$ cat config.mk
export PLATFORM = sky130hd
export DESIGN_NAME = lru_word_cache
export DESIGN_NICKNAME = d
export VERILOG_FILES = /design/src/rtl/lru_cache_pkg.sv /design/src/rtl/cache_ways.sv /design/src/rtl/lru_state.sv /design/src/rtl/miss_ctrl.sv /design/src/rtl/lru_word_cache.sv
export SDC_FILE = /design/constraint.sdc
export NUM_CORES = 1
export LEC_CHECK = 0
export ABC_CLOCK_PERIOD_IN_PS = 14700
export BUFFER_PORTS_ARGS = -buffer_cell sky130_fd_sc_hd__buf_2
export CORE_MARGIN = 2
export CORE_UTILIZATION = 35
export CTS_BUF_LIST = sky130_fd_sc_hd__clkbuf_4
export CTS_CLUSTER_SIZE = 16
export DETAILED_ROUTE_END_ITERATION = 7
export PLACE_DENSITY_LB_ADDON = 0.25
export SLEW_MARGIN = 0
export SYNTH_ARGS = -nofsm -noshare
export SYNTH_HDL_FRONTEND = slang
export SYNTH_SLANG_ARGS = --single-unit
$ cat constraint.sdc
create_clock -name clk -period 14.7 [get_ports clk]
set_clock_uncertainty 0.05 [all_clocks]
set_input_delay 4.41 -clock clk [delete_from_list [all_inputs] [get_ports clk]]
set_output_delay 4.41 -clock clk [all_outputs]
set_load 0.02 [all_outputs]
$ cat src/rtl/lru_cache_pkg.sv
package lru_cache_pkg;
  localparam int ADDR_W = 32;
  localparam int DATA_W = 32;
  localparam int WAYS   = 2;   // one LRU bit per set assumes two ways
  localparam int BYTE_W = 2;   // byte-in-word bits dropped from the address

  typedef enum logic {
    CTL_IDLE = 1'b0,
    CTL_FILL = 1'b1
  } ctl_state_e;
endpackage

$ cat src/rtl/cache_ways.sv
module cache_ways
  import lru_cache_pkg::*;
#(
  parameter int SETS  = 4,
  parameter int IDX_W = 2,
  parameter int TAG_W = 28
) (
  input  logic              clk,
  input  logic              rst_n,
  input  logic [IDX_W-1:0]  lk_idx,
  input  logic [TAG_W-1:0]  lk_tag,
  output logic [WAYS-1:0]   hit_vec,
  output logic [WAYS-1:0]   valid_vec,
  output logic [DATA_W-1:0] hit_data,
  input  logic              wr_en,
  input  logic              wr_way,
  input  logic [IDX_W-1:0]  wr_idx,
  input  logic [TAG_W-1:0]  wr_tag,
  input  logic [DATA_W-1:0] wr_data
);
  logic [DATA_W-1:0] way_data [WAYS];

  for (genvar w = 0; w < WAYS; w++) begin : g_way
    logic [SETS-1:0]   vld_q;
    logic [SETS-1:0]   vld_d;
    logic [TAG_W-1:0]  tag_q [SETS];
    logic [DATA_W-1:0] dat_q [SETS];
    logic              sel;

    assign sel = wr_en && (wr_way == 1'(w));

    always_comb begin
      vld_d = vld_q;
      if (sel) vld_d[wr_idx] = 1'b1;
    end

    always_ff @(posedge clk or negedge rst_n) begin
      if (!rst_n) vld_q <= '0;
      else        vld_q <= vld_d;
    end

    always_ff @(posedge clk) begin
      if (sel) begin
        tag_q[wr_idx] <= wr_tag;
        dat_q[wr_idx] <= wr_data;
      end
    end

    assign valid_vec[w] = vld_q[lk_idx];
    assign hit_vec[w]   = vld_q[lk_idx] && (tag_q[lk_idx] == lk_tag);
    assign way_data[w]  = dat_q[lk_idx];
  end

  always_comb begin
    hit_data = '0;
    for (int w = 0; w < WAYS; w++) begin
      if (hit_vec[w]) hit_data = hit_data | way_data[w];
    end
  end

  // a tag is never resident twice in one set
  assert_single_hit_R6: assert property (@(posedge clk) disable iff (!rst_n)
    $onehot0(hit_vec));
endmodule

$ cat src/rtl/lru_state.sv
module lru_state #(
  parameter int SETS  = 4,
  parameter int IDX_W = 2
) (
  input  logic             clk,
  input  logic             rst_n,
  input  logic             upd_en,
  input  logic [IDX_W-1:0] upd_idx,
  input  logic             used_way,
  input  logic [IDX_W-1:0] rd_idx,
  output logic             evict_way,
  output logic [SETS-1:0]  lru_vec
);
  logic [SETS-1:0] lru_q;
  logic [SETS-1:0] lru_d;

  // each bit names the way to evict next in its set
  always_comb begin
    lru_d = lru_q;
    if (upd_en) lru_d[upd_idx] = ~used_way;
  end

  always_ff @(posedge clk or negedge rst_n) begin
    if (!rst_n) lru_q <= '0;
    else        lru_q <= lru_d;
  end

  assign evict_way = lru_q[rd_idx];
  assign lru_vec   = lru_q;

  // a used way is never the eviction choice right after use
  assert_used_is_mru_R7: assert property (@(posedge clk) disable iff (!rst_n)
    upd_en |=> (lru_q[$past(upd_idx)] == ~$past(used_way)));
endmodule

$ cat src/rtl/miss_ctrl.sv
module miss_ctrl
  import lru_cache_pkg::*;
#(
  parameter int MISS_CYCLES = 5,
  parameter int CNT_W       = 32
) (
  input  logic             clk,
  input  logic             rst_n,
  input  logic             start_miss,
  output logic             busy,
  output logic             fill_now,
  output logic [CNT_W-1:0] miss_total
);
  localparam int CW = $clog2(MISS_CYCLES + 1);

  ctl_state_e       st_q, st_d;
  logic [CW-1:0]    cnt_q, cnt_d;
  logic [CNT_W-1:0] tot_q, tot_d;
  logic             last_cyc;

  assign last_cyc = (cnt_q == CW'(MISS_CYCLES - 1));

  always_comb begin
    st_d  = st_q;
    cnt_d = cnt_q;
    tot_d = tot_q;
    unique case (st_q)
      CTL_IDLE: begin
        if (start_miss) begin
          st_d  = CTL_FILL;
          cnt_d = CW'(1);
          tot_d = tot_q + CNT_W'(MISS_CYCLES);
        end
      end
      CTL_FILL: begin
        if (last_cyc) begin
          st_d  = CTL_IDLE;
          cnt_d = '0;
        end else begin
          cnt_d = cnt_q + CW'(1);
        end
      end
      default: st_d = CTL_IDLE;
    endcase
  end

  always_ff @(posedge clk or negedge rst_n) begin
    if (!rst_n) begin
      st_q  <= CTL_IDLE;
      cnt_q <= '0;
      tot_q <= '0;
    end else begin
      st_q  <= st_d;
      cnt_q <= cnt_d;
      tot_q <= tot_d;
    end
  end

  assign busy       = (st_q == CTL_FILL);
  assign fill_now   = busy && last_cyc;
  assign miss_total = tot_q;

  // the penalty counter stays inside the five-cycle window
  assert_cnt_window_R4: assert property (@(posedge clk) disable iff (!rst_n)
    busy |-> (cnt_q != '0) && (cnt_q < CW'(MISS_CYCLES)));
  // every miss entry adds exactly the penalty
  assert_penalty_add_R5: assert property (@(posedge clk) disable iff (!rst_n)
    $rose(busy) |-> (tot_q == $past(tot_q) + CNT_W'(MISS_CYCLES)));
  // outside miss entry the total holds
  assert_total_hold_R5: assert property (@(posedge clk) disable iff (!rst_n)
    !start_miss || busy |=> $stable(tot_q));
endmodule

$ cat src/rtl/lru_word_cache.sv
module lru_word_cache
  import lru_cache_pkg::*;
#(
  parameter int SETS        = 4,
  parameter int MISS_CYCLES = 5,
  parameter int CNT_W       = 32
) (
  input  logic              clk,
  input  logic              rst_n,
  input  logic              req_valid,
  input  logic              req_we,
  input  logic [ADDR_W-1:0] req_addr,
  input  logic [DATA_W-1:0] req_wdata,
  output logic              req_ready,
  output logic [DATA_W-1:0] rd_data,
  output logic              stall,
  output logic              mem_rd,
  output logic              mem_wr,
  output logic [ADDR_W-1:0] mem_addr,
  output logic [DATA_W-1:0] mem_wdata,
  input  logic [DATA_W-1:0] mem_rdata,
  output logic [CNT_W-1:0]  miss_total
);
  localparam int IDX_W = $clog2(SETS);
  localparam int TAG_W = ADDR_W - IDX_W - BYTE_W;

  logic [ADDR_W-1:0] miss_addr_q;
  logic [ADDR_W-1:0] lk_addr;
  logic [IDX_W-1:0]  lk_idx;
  logic [TAG_W-1:0]  lk_tag;
  logic [WAYS-1:0]   hit_vec;
  logic [WAYS-1:0]   valid_vec;
  logic [DATA_W-1:0] hit_data;
  logic              any_hit;
  logic              busy;
  logic              fill_now;
  logic              acc_load;
  logic              acc_store;
  logic              load_hit;
  logic              load_miss;
  logic              fill_way;
  logic              evict_way;
  logic [SETS-1:0]   lru_vec;
  logic              wr_en;
  logic              wr_way;
  logic [DATA_W-1:0] wr_data;
  logic              upd_en;
  logic              used_way;
  logic [BYTE_W-1:0] unused_byte_bits;

  assign unused_byte_bits = lk_addr[BYTE_W-1:0];

  // while a miss is open the lookup follows the latched miss address
  assign lk_addr = busy ? miss_addr_q : req_addr;
  assign lk_idx  = lk_addr[IDX_W+BYTE_W-1:BYTE_W];
  assign lk_tag  = lk_addr[ADDR_W-1:IDX_W+BYTE_W];

  assign any_hit   = |hit_vec;
  assign acc_load  = !busy && req_valid && !req_we;
  assign acc_store = !busy && req_valid && req_we;
  assign load_hit  = acc_load && any_hit;
  assign load_miss = acc_load && !any_hit;

  assign req_ready = load_hit || acc_store;
  assign stall     = busy || load_miss;
  assign rd_data   = load_hit ? hit_data : '0;

  assign mem_rd    = stall;
  assign mem_wr    = acc_store;
  assign mem_addr  = lk_addr;
  assign mem_wdata = req_wdata;

  // invalid way first (way 0 before way 1), else the LRU way
  always_comb begin
    if (!valid_vec[0])      fill_way = 1'b0;
    else if (!valid_vec[1]) fill_way = 1'b1;
    else                    fill_way = evict_way;
  end

  assign wr_en    = fill_now || (acc_store && any_hit);
  assign wr_way   = fill_now ? fill_way : hit_vec[1];
  assign wr_data  = fill_now ? mem_rdata : req_wdata;
  assign upd_en   = load_hit || fill_now;
  assign used_way = fill_now ? fill_way : hit_vec[1];

  always_ff @(posedge clk) begin
    if (load_miss) miss_addr_q <= req_addr;
  end

  cache_ways #(
    .SETS (SETS),
    .IDX_W(IDX_W),
    .TAG_W(TAG_W)
  ) ways_i (
    .clk      (clk),
    .rst_n    (rst_n),
    .lk_idx   (lk_idx),
    .lk_tag   (lk_tag),
    .hit_vec  (hit_vec),
    .valid_vec(valid_vec),
    .hit_data (hit_data),
    .wr_en    (wr_en),
    .wr_way   (wr_way),
    .wr_idx   (lk_idx),
    .wr_tag   (lk_tag),
    .wr_data  (wr_data)
  );

  lru_state #(
    .SETS (SETS),
    .IDX_W(IDX_W)
  ) lru_i (
    .clk      (clk),
    .rst_n    (rst_n),
    .upd_en   (upd_en),
    .upd_idx  (lk_idx),
    .used_way (used_way),
    .rd_idx   (lk_idx),
    .evict_way(evict_way),
    .lru_vec  (lru_vec)
  );

  miss_ctrl #(
    .MISS_CYCLES(MISS_CYCLES),
    .CNT_W      (CNT_W)
  ) ctrl_i (
    .clk       (clk),
    .rst_n     (rst_n),
    .start_miss(load_miss),
    .busy      (busy),
    .fill_now  (fill_now),
    .miss_total(miss_total)
  );

  // a stalled request never completes
  assert_stall_not_ready_R4: assert property (@(posedge clk) disable iff (!rst_n)
    stall |-> !req_ready);
  // a held load completes right after its fill
  assert_fill_then_hit_R4: assert property (@(posedge clk) disable iff (!rst_n)
    ($past(fill_now) && req_valid && !req_we && (req_addr == $past(mem_addr)))
      |-> req_ready);
  // stores leave the replacement order alone
  assert_store_keeps_lru_R7: assert property (@(posedge clk) disable iff (!rst_n)
    acc_store |=> $stable(lru_vec));
  // no write-through strobe while a miss is open
  assert_no_write_in_miss_R8: assert property (@(posedge clk) disable iff (!rst_n)
    busy |-> !mem_wr);
endmodule

Word level (Yosys, flattened, before mapping) --
Memory sizes are Yosys's and may differ from the RTL's. Cells that the tools add are included.
Operators by class: reductions and logical operators 21, $add $sub $neg 2, order comparisons 2, multiplexer cells 27, bitwise gates (word level) 5, eq/ne operators 4
Operators by type and width (number):
- two-way mux 32 bit | 5
- == test 28 bit | 2
- adder 32 x 3 -> 32 bit (second input constant) | 1
- bitwise OR 32 bit | 1
- two-way mux 1 bit | 13
- logical AND 1 bit | 12
- bitwise OR 4 bit | 2
- binary-select mux 1 bit (select 2 bit) | 3
- two-way mux 3 bit | 2
- case mux 3 bit (2 select lines) | 1
- bitwise mux 4 bit | 1
- logical OR 1 bit | 4
- adder 3 x 1 -> 3 bit (second input constant) | 1
- == test 3 bit (second input constant) | 1
- zero test 1 bit | 3
- less-than comparator 2 x 3 -> 1 bit (second input constant) | 1
- demux 1 bit (select 2 bit) | 1
- greater-or-equal comparator 2 x 1 -> 1 bit (second input constant) | 1
- != test 2 bit (second input constant) | 1
- inverter 1 bit | 2
- case mux 1 bit (2 select lines) | 1
- AND reduction 2 bit | 1
- OR reduction 2 bit | 1
Storage, ports and cells: memories 4, memory bits (writable) 480, flip-flop bits (word level) 80, logic and storage cells 72, input bits 100, output and inout bits 132
Memory list:
- ways_i.g_way[0].dat_q | words 4, bits a word 32, rd ports 1, clocked after Yosys merged registers in 0, write ports 1, line cache_ways.sv:27 | logic [DATA_W-1:0] dat_q [SETS];
- ways_i.g_way[1].dat_q | words 4, bits a word 32, rd ports 1, clocked after Yosys merged registers in 0, write ports 1, line cache_ways.sv:27
- ways_i.g_way[0].tag_q | words 4, bits a word 28, rd ports 1, clocked after Yosys merged registers in 0, write ports 1, line cache_ways.sv:26 | logic [TAG_W-1:0] tag_q [SETS];
- ways_i.g_way[1].tag_q | words 4, bits a word 28, rd ports 1, clocked after Yosys merged registers in 0, write ports 1, line cache_ways.sv:26

Depth between registers and ports, before layout --
depth in word-level cells 10, mapped depth 16, depth with buffers taken out 10

Cells and area by module --
Synthesis repeated with hierarchy kept, for this count alone.
Unflattened totals: cells, all modules 1288, area, all modules 23706.5 um2
By module, submodules not included:
- cache_ways | area an instance 19322.3 um2, times used 1, cells an instance 935
- lru_word_cache | area an instance 2506.2 um2, times used 1, cells an instance 190
- miss_ctrl | area an instance 1672.9 um2, times used 1, cells an instance 146
- lru_state | area an instance 205.2 um2, times used 1, cells an instance 17

Least setup slack after synthesis --
No wires, ideal clock.
path kind input -> output, start point in req_addr[2], end point out stall, slack 2.222 ns, cell stages on the path 12, arrival time 8.018 ns, data required time 10.240 ns, path through and3b_1 > clkbuf_1 > or2_1 > clkbuf_1 > a22o_1 > a221o_1 > xnor2_1 > o2111ai_1 > nor4_4 > nor3_2 > or2_2 > buf_4
Between the ends: word-level cells in the longest chain between the ends 8, elaborated cells between the ends (all ways) 15, those cells by class 2 x eq/ne; 5 x mux; 6 x reduce/logical; 2 x memory
Ends and longest elaborated chain:
- start: declaration | line lru_word_cache.sv:12 | input logic [ADDR_W-1:0] req_addr,
- two-way mux 32 bit * | line lru_word_cache.sv:54 | assign lk_addr = busy ? miss_addr_q : req_addr;
- memory (4 x 28 bit) / binary-select mux 1 bit (select 2 bit) (equally long branches)
- == test 28 bit / two-way mux 1 bit (equally long branches) | line cache_ways.sv:50 | assign hit_vec[w] = vld_q[lk_idx] && (tag_q[lk_idx] == lk_tag);
- logical AND 1 bit | line cache_ways.sv:50
- OR reduction 2 bit * | line lru_word_cache.sv:58 | assign any_hit = |hit_vec;
- zero test 1 bit * | line lru_word_cache.sv:62 | assign load_miss = acc_load && !any_hit;
- logical AND 1 bit * | line lru_word_cache.sv:62
- net ctrl_i.start_miss | line miss_ctrl.sv:9 | input logic start_miss,
- logical OR 1 bit * | line lru_word_cache.sv:65 | assign stall = busy || load_miss;
- end: declaration | line lru_word_cache.sv:16 | output logic stall,
Mark *: on every way through the listed nets, which the timed path passes. The rest lies on a longest branch. The select of a mux whose other input is x is not followed.

Worst setup path in the final report --
start point in req_addr[3], end point out rd_data[10]
Between the ends: word-level cells in the longest chain between the ends 8, elaborated cells between the ends (all ways) 19, those cells by class 2 x eq/ne; 8 x mux; 1 x bitwise; 4 x reduce/logical; 4 x memory
Ends and longest elaborated chain:
- two-way mux 32 bit * | line lru_word_cache.sv:54
- memory (4 x 28 bit) / binary-select mux 1 bit (select 2 bit) (equally long branches)
- == test 28 bit / two-way mux 1 bit (equally long branches) | line cache_ways.sv:50
- logical AND 1 bit | line cache_ways.sv:50
- two-way mux 32 bit | line cache_ways.sv:57 | if (hit_vec[w]) hit_data = hit_data | way_data[w];
- bitwise OR 32 bit | line cache_ways.sv:57
- two-way mux 32 bit | line cache_ways.sv:57
- two-way mux 32 bit * | line lru_word_cache.sv:66 | assign rd_data = load_hit ? hit_data : '0;
- end: declaration | line lru_word_cache.sv:15 | output logic [DATA_W-1:0] rd_data,
Every way passes the cells marked *; elsewhere a longest branch is shown, timed or not. The select of a mux whose other input is x is not followed.

==> impl_metrics.yaml <==
power_and_ir_drop:
  cellPowerDensity_mw_per_mm2: 159
  ir_drop_uv: 104
  p_leak_nw: 9.82
detailed_routing:
  first_pass_iters: 5
  routed_wl_microns: 59200
  drc: 0
  ant_nets: 0
  drtIter0Drc: 1041
  vias: 13600
  wire_per_inst_microns: 22.1
  via_per_inst: 5.07
sta:
  min_period_ns: 12.95
  setup_ws_ns: 1.75
  maxSlewHeadroom_pct: 20.6
  period_share_pct: 88.1
  rsz0062_at_grt: "no"
  final.setup.tns_ns: 0
  finalMaxSlewViolations: 0
  setup_violations: 0
  tightest_slew_ns: 1.19
  max_freq_ghz: 0.0772
  finalHoldViolCount: 0
  fin_hold_ws_ns: 0.412
global_routing:
  grt_start_max_net_pins: 80
  track_usage_pct: 17.1
  first_global_vias: 14200
  grt_first_pass_wirelength_microns: 89200
  grt-ovfl-total: 0
  antenna_found_initial: 2
clock_tree:
  clockBufferDepth: 3
  postCtsResizedCells: 0
  clkTransAtPathRegs_ns: 0.07
  cts_num_sinks: 560
  cts_tree: "done"
  postCtsHoldBufs: 0
  postCtsSetupBuffers: 0
  cts_root_buffer: "clkbuf_4"
  htreeDepth: 4
  cts_inserted_buffers: 150
  clock_latency_ns: 0.99
outcome:
  outcome: "completed"
place:
  pre_cts_slack_ns: 1.82
  placed_area_sq_mm: 0.0255
  dp_hpwl_microns: 35200
  io_buffers: 231
  gp_congestion: 0.813
worst_setup_path:
  worst-path-max-fanout: 79
  crit_path_start_kind: "input pin"
  cp.required_ns: 10.24
  path_class: "in2out"
  worst_setup_path_end_kind: "output port"
  arrival_ns: 8.49
min_path:
  hp-class: "reg2reg"
final_layout:
  utilization_pct: 40.8
  final_area_sq_mm: 0.0274
  final_nets: 1798
  layout-drive-gt1-share_pct: 37.1
  area_delta_synth_final_pct: 15.9
yosys:
  yosysWarnings: 0
  synth_area_leaders: "edfxtp_1 (65%), mux4_2 (6.2%), dfrtp_1 (5.1%)"
  yosysUniqueCellTypes: 66
  synthArstFlopShare_pct: 8.57
  synth_top_area_share_pct: 65.1
  syn_area_sq_mm: 0.0236
  post-synth-top-count-cell: "edfxtp_1"
  syn-instance-count: 1393
  yosysSeqAreaShare_pct: 70.2
  syn-num-nets: 1496
  ys_top_cells_by_count: "edfxtp_1 (512), mux2i_1 (88), o21ai_0 (67)"
  synth_edf_count: 512
  syn_area_per_cell_sq_um: 17.0
  synth_flop_cell: "edfxtp_1"
  synth_top_area_cell: "edfxtp_1"
  synth-seq-cells: 560
floorplanning:
  start_util_pct: 35.2
  chipWidth_microns: 264
  die_area_sq_mm: 0.0696
  pin_count: 232
  rows: 95
  core_sq_mm: 0.0670
  die_y_microns: 264
flow_run:
  max_cap_viol_count: 0
cells by family (layout without fill, tap and decap cells):
family	count (synthesis)	count (layout)	share of synthesized area, %
DFF	560	560	70.2
buffers and inverters	129	529	3.02
and+or+nand+nor	234	234	5.32
adders and majority gates	3	3	0.159
other	0	5	0
xor gates and xnor gates	86	86	3.19
muxes	207	207	12.6
AOI/OAI and AO/OA	174	174	5.56
layout make-up:
cell class,instances,area [sq um]
diodes,5,12.5
clock buffers,219,1640
clock inverters,31,214
fillers,6242,39700
inverters,24,97.6
multi-input cells,704,6380
flip-flops and latches,560,16600
well taps,873,1090
repair buffers,255,1360
per-layer routing:
metal | part of all wire, % | global-route usage [%] | vias to the layer above
li1 | - | - | 6166
met1 | 44 | 22.4 | 6922
met4 | 2.0 | 6.30 | 0
met2 | 49 | 27.6 | 390
met3 | 5.1 | 4.37 | 76
met5 | 0 | 0 | -
state kept, by name (all words and copies together), names as in the netlist:
name                cells
ways_i.g_way.vld_q      8
ctrl_i.miss_total      32
ways_i.g_way.tag_q    224
ways_i.g_way.dat_q    256
ctrl_i.cnt_q            3
ctrl_i.busy             1
lru_i.lru_vec           4
miss_addr_q            32
report_power, final:
group	total, mW	internal (mW)	switching [mW]	leakage (nW)
clock network	1.34	0.703	0.638	1.10
registers	1.93	1.89	0.0398	5.21
logic	1.08	0.387	0.690	3.50
total	4.35	2.98	1.37	9.82
critical path, cell delays in order:
cell,delay [ns]
buf_2,0.15
mux2i_4,0.15
inv_6,0.71
mux2i_1,0.23
a22oi_1,0.23
o21ai_1,0.12
a2111oi_0,0.57
o211ai_1,0.21
and4bb_4,0.90
buf_12,0.27
a22oi_2,0.09
nor2_1,0.13
buf_2,0.19
per-stage QoR:
| stage | instances | power [mW] |
|---|---|---|
| after floorplan | 1393 | 2.70 |
| after global placement | 2416 | 3.06 |
| after detailed placement | 2416 | 3.06 |
| after CTS | 2666 | 4.42 |
| after global routing | 2671 | 4.58 |
| final | 2671 | 4.35 |
path summary, 6_finish.rpt:
kind,slack [ns],start,cells after the start,endpoint
setup / recovery,1.75,req_addr[3],13,rd_data[10]
hold / removal,0.41,ways_i.g_way[1].vld_q[2]$_DFFE_PN0P_,1,ways_i.g_way[1].vld_q[2]$_DFFE_PN0P_
setup reg to reg,7.94,ctrl_i.busy$_DFF_PN0_,13,ways_i.g_way[0].dat_q[2][15]$_DFFE_PP_
hold reg to reg,0.41,ways_i.g_way[1].vld_q[2]$_DFFE_PN0P_,1,ways_i.g_way[1].vld_q[2]$_DFFE_PN0P_
max in group asynchronous,10.59,rst_n,2,ctrl_i.miss_total[12]$_DFFE_PN0P_
min in group asynchronous,3.52,rst_n,2,ctrl_i.miss_total[30]$_DFFE_PN0P_
placed cells by master (no fill, tap or decap), drive strengths merged, types with 38 or more instances in the layout:
| master | count |
|---|---|
| clkbuf | 219 |
| dfrtp | 48 |
| mux2i | 90 |
| buf | 255 |
| mux2 | 52 |
| nand2 | 43 |
| xnor2 | 51 |
| mux4 | 65 |
| a22oi | 38 |
| edfxtp | 512 |
| o21ai | 69 |
| nor2 | 59 |
(Power assumes the default switching activity.)
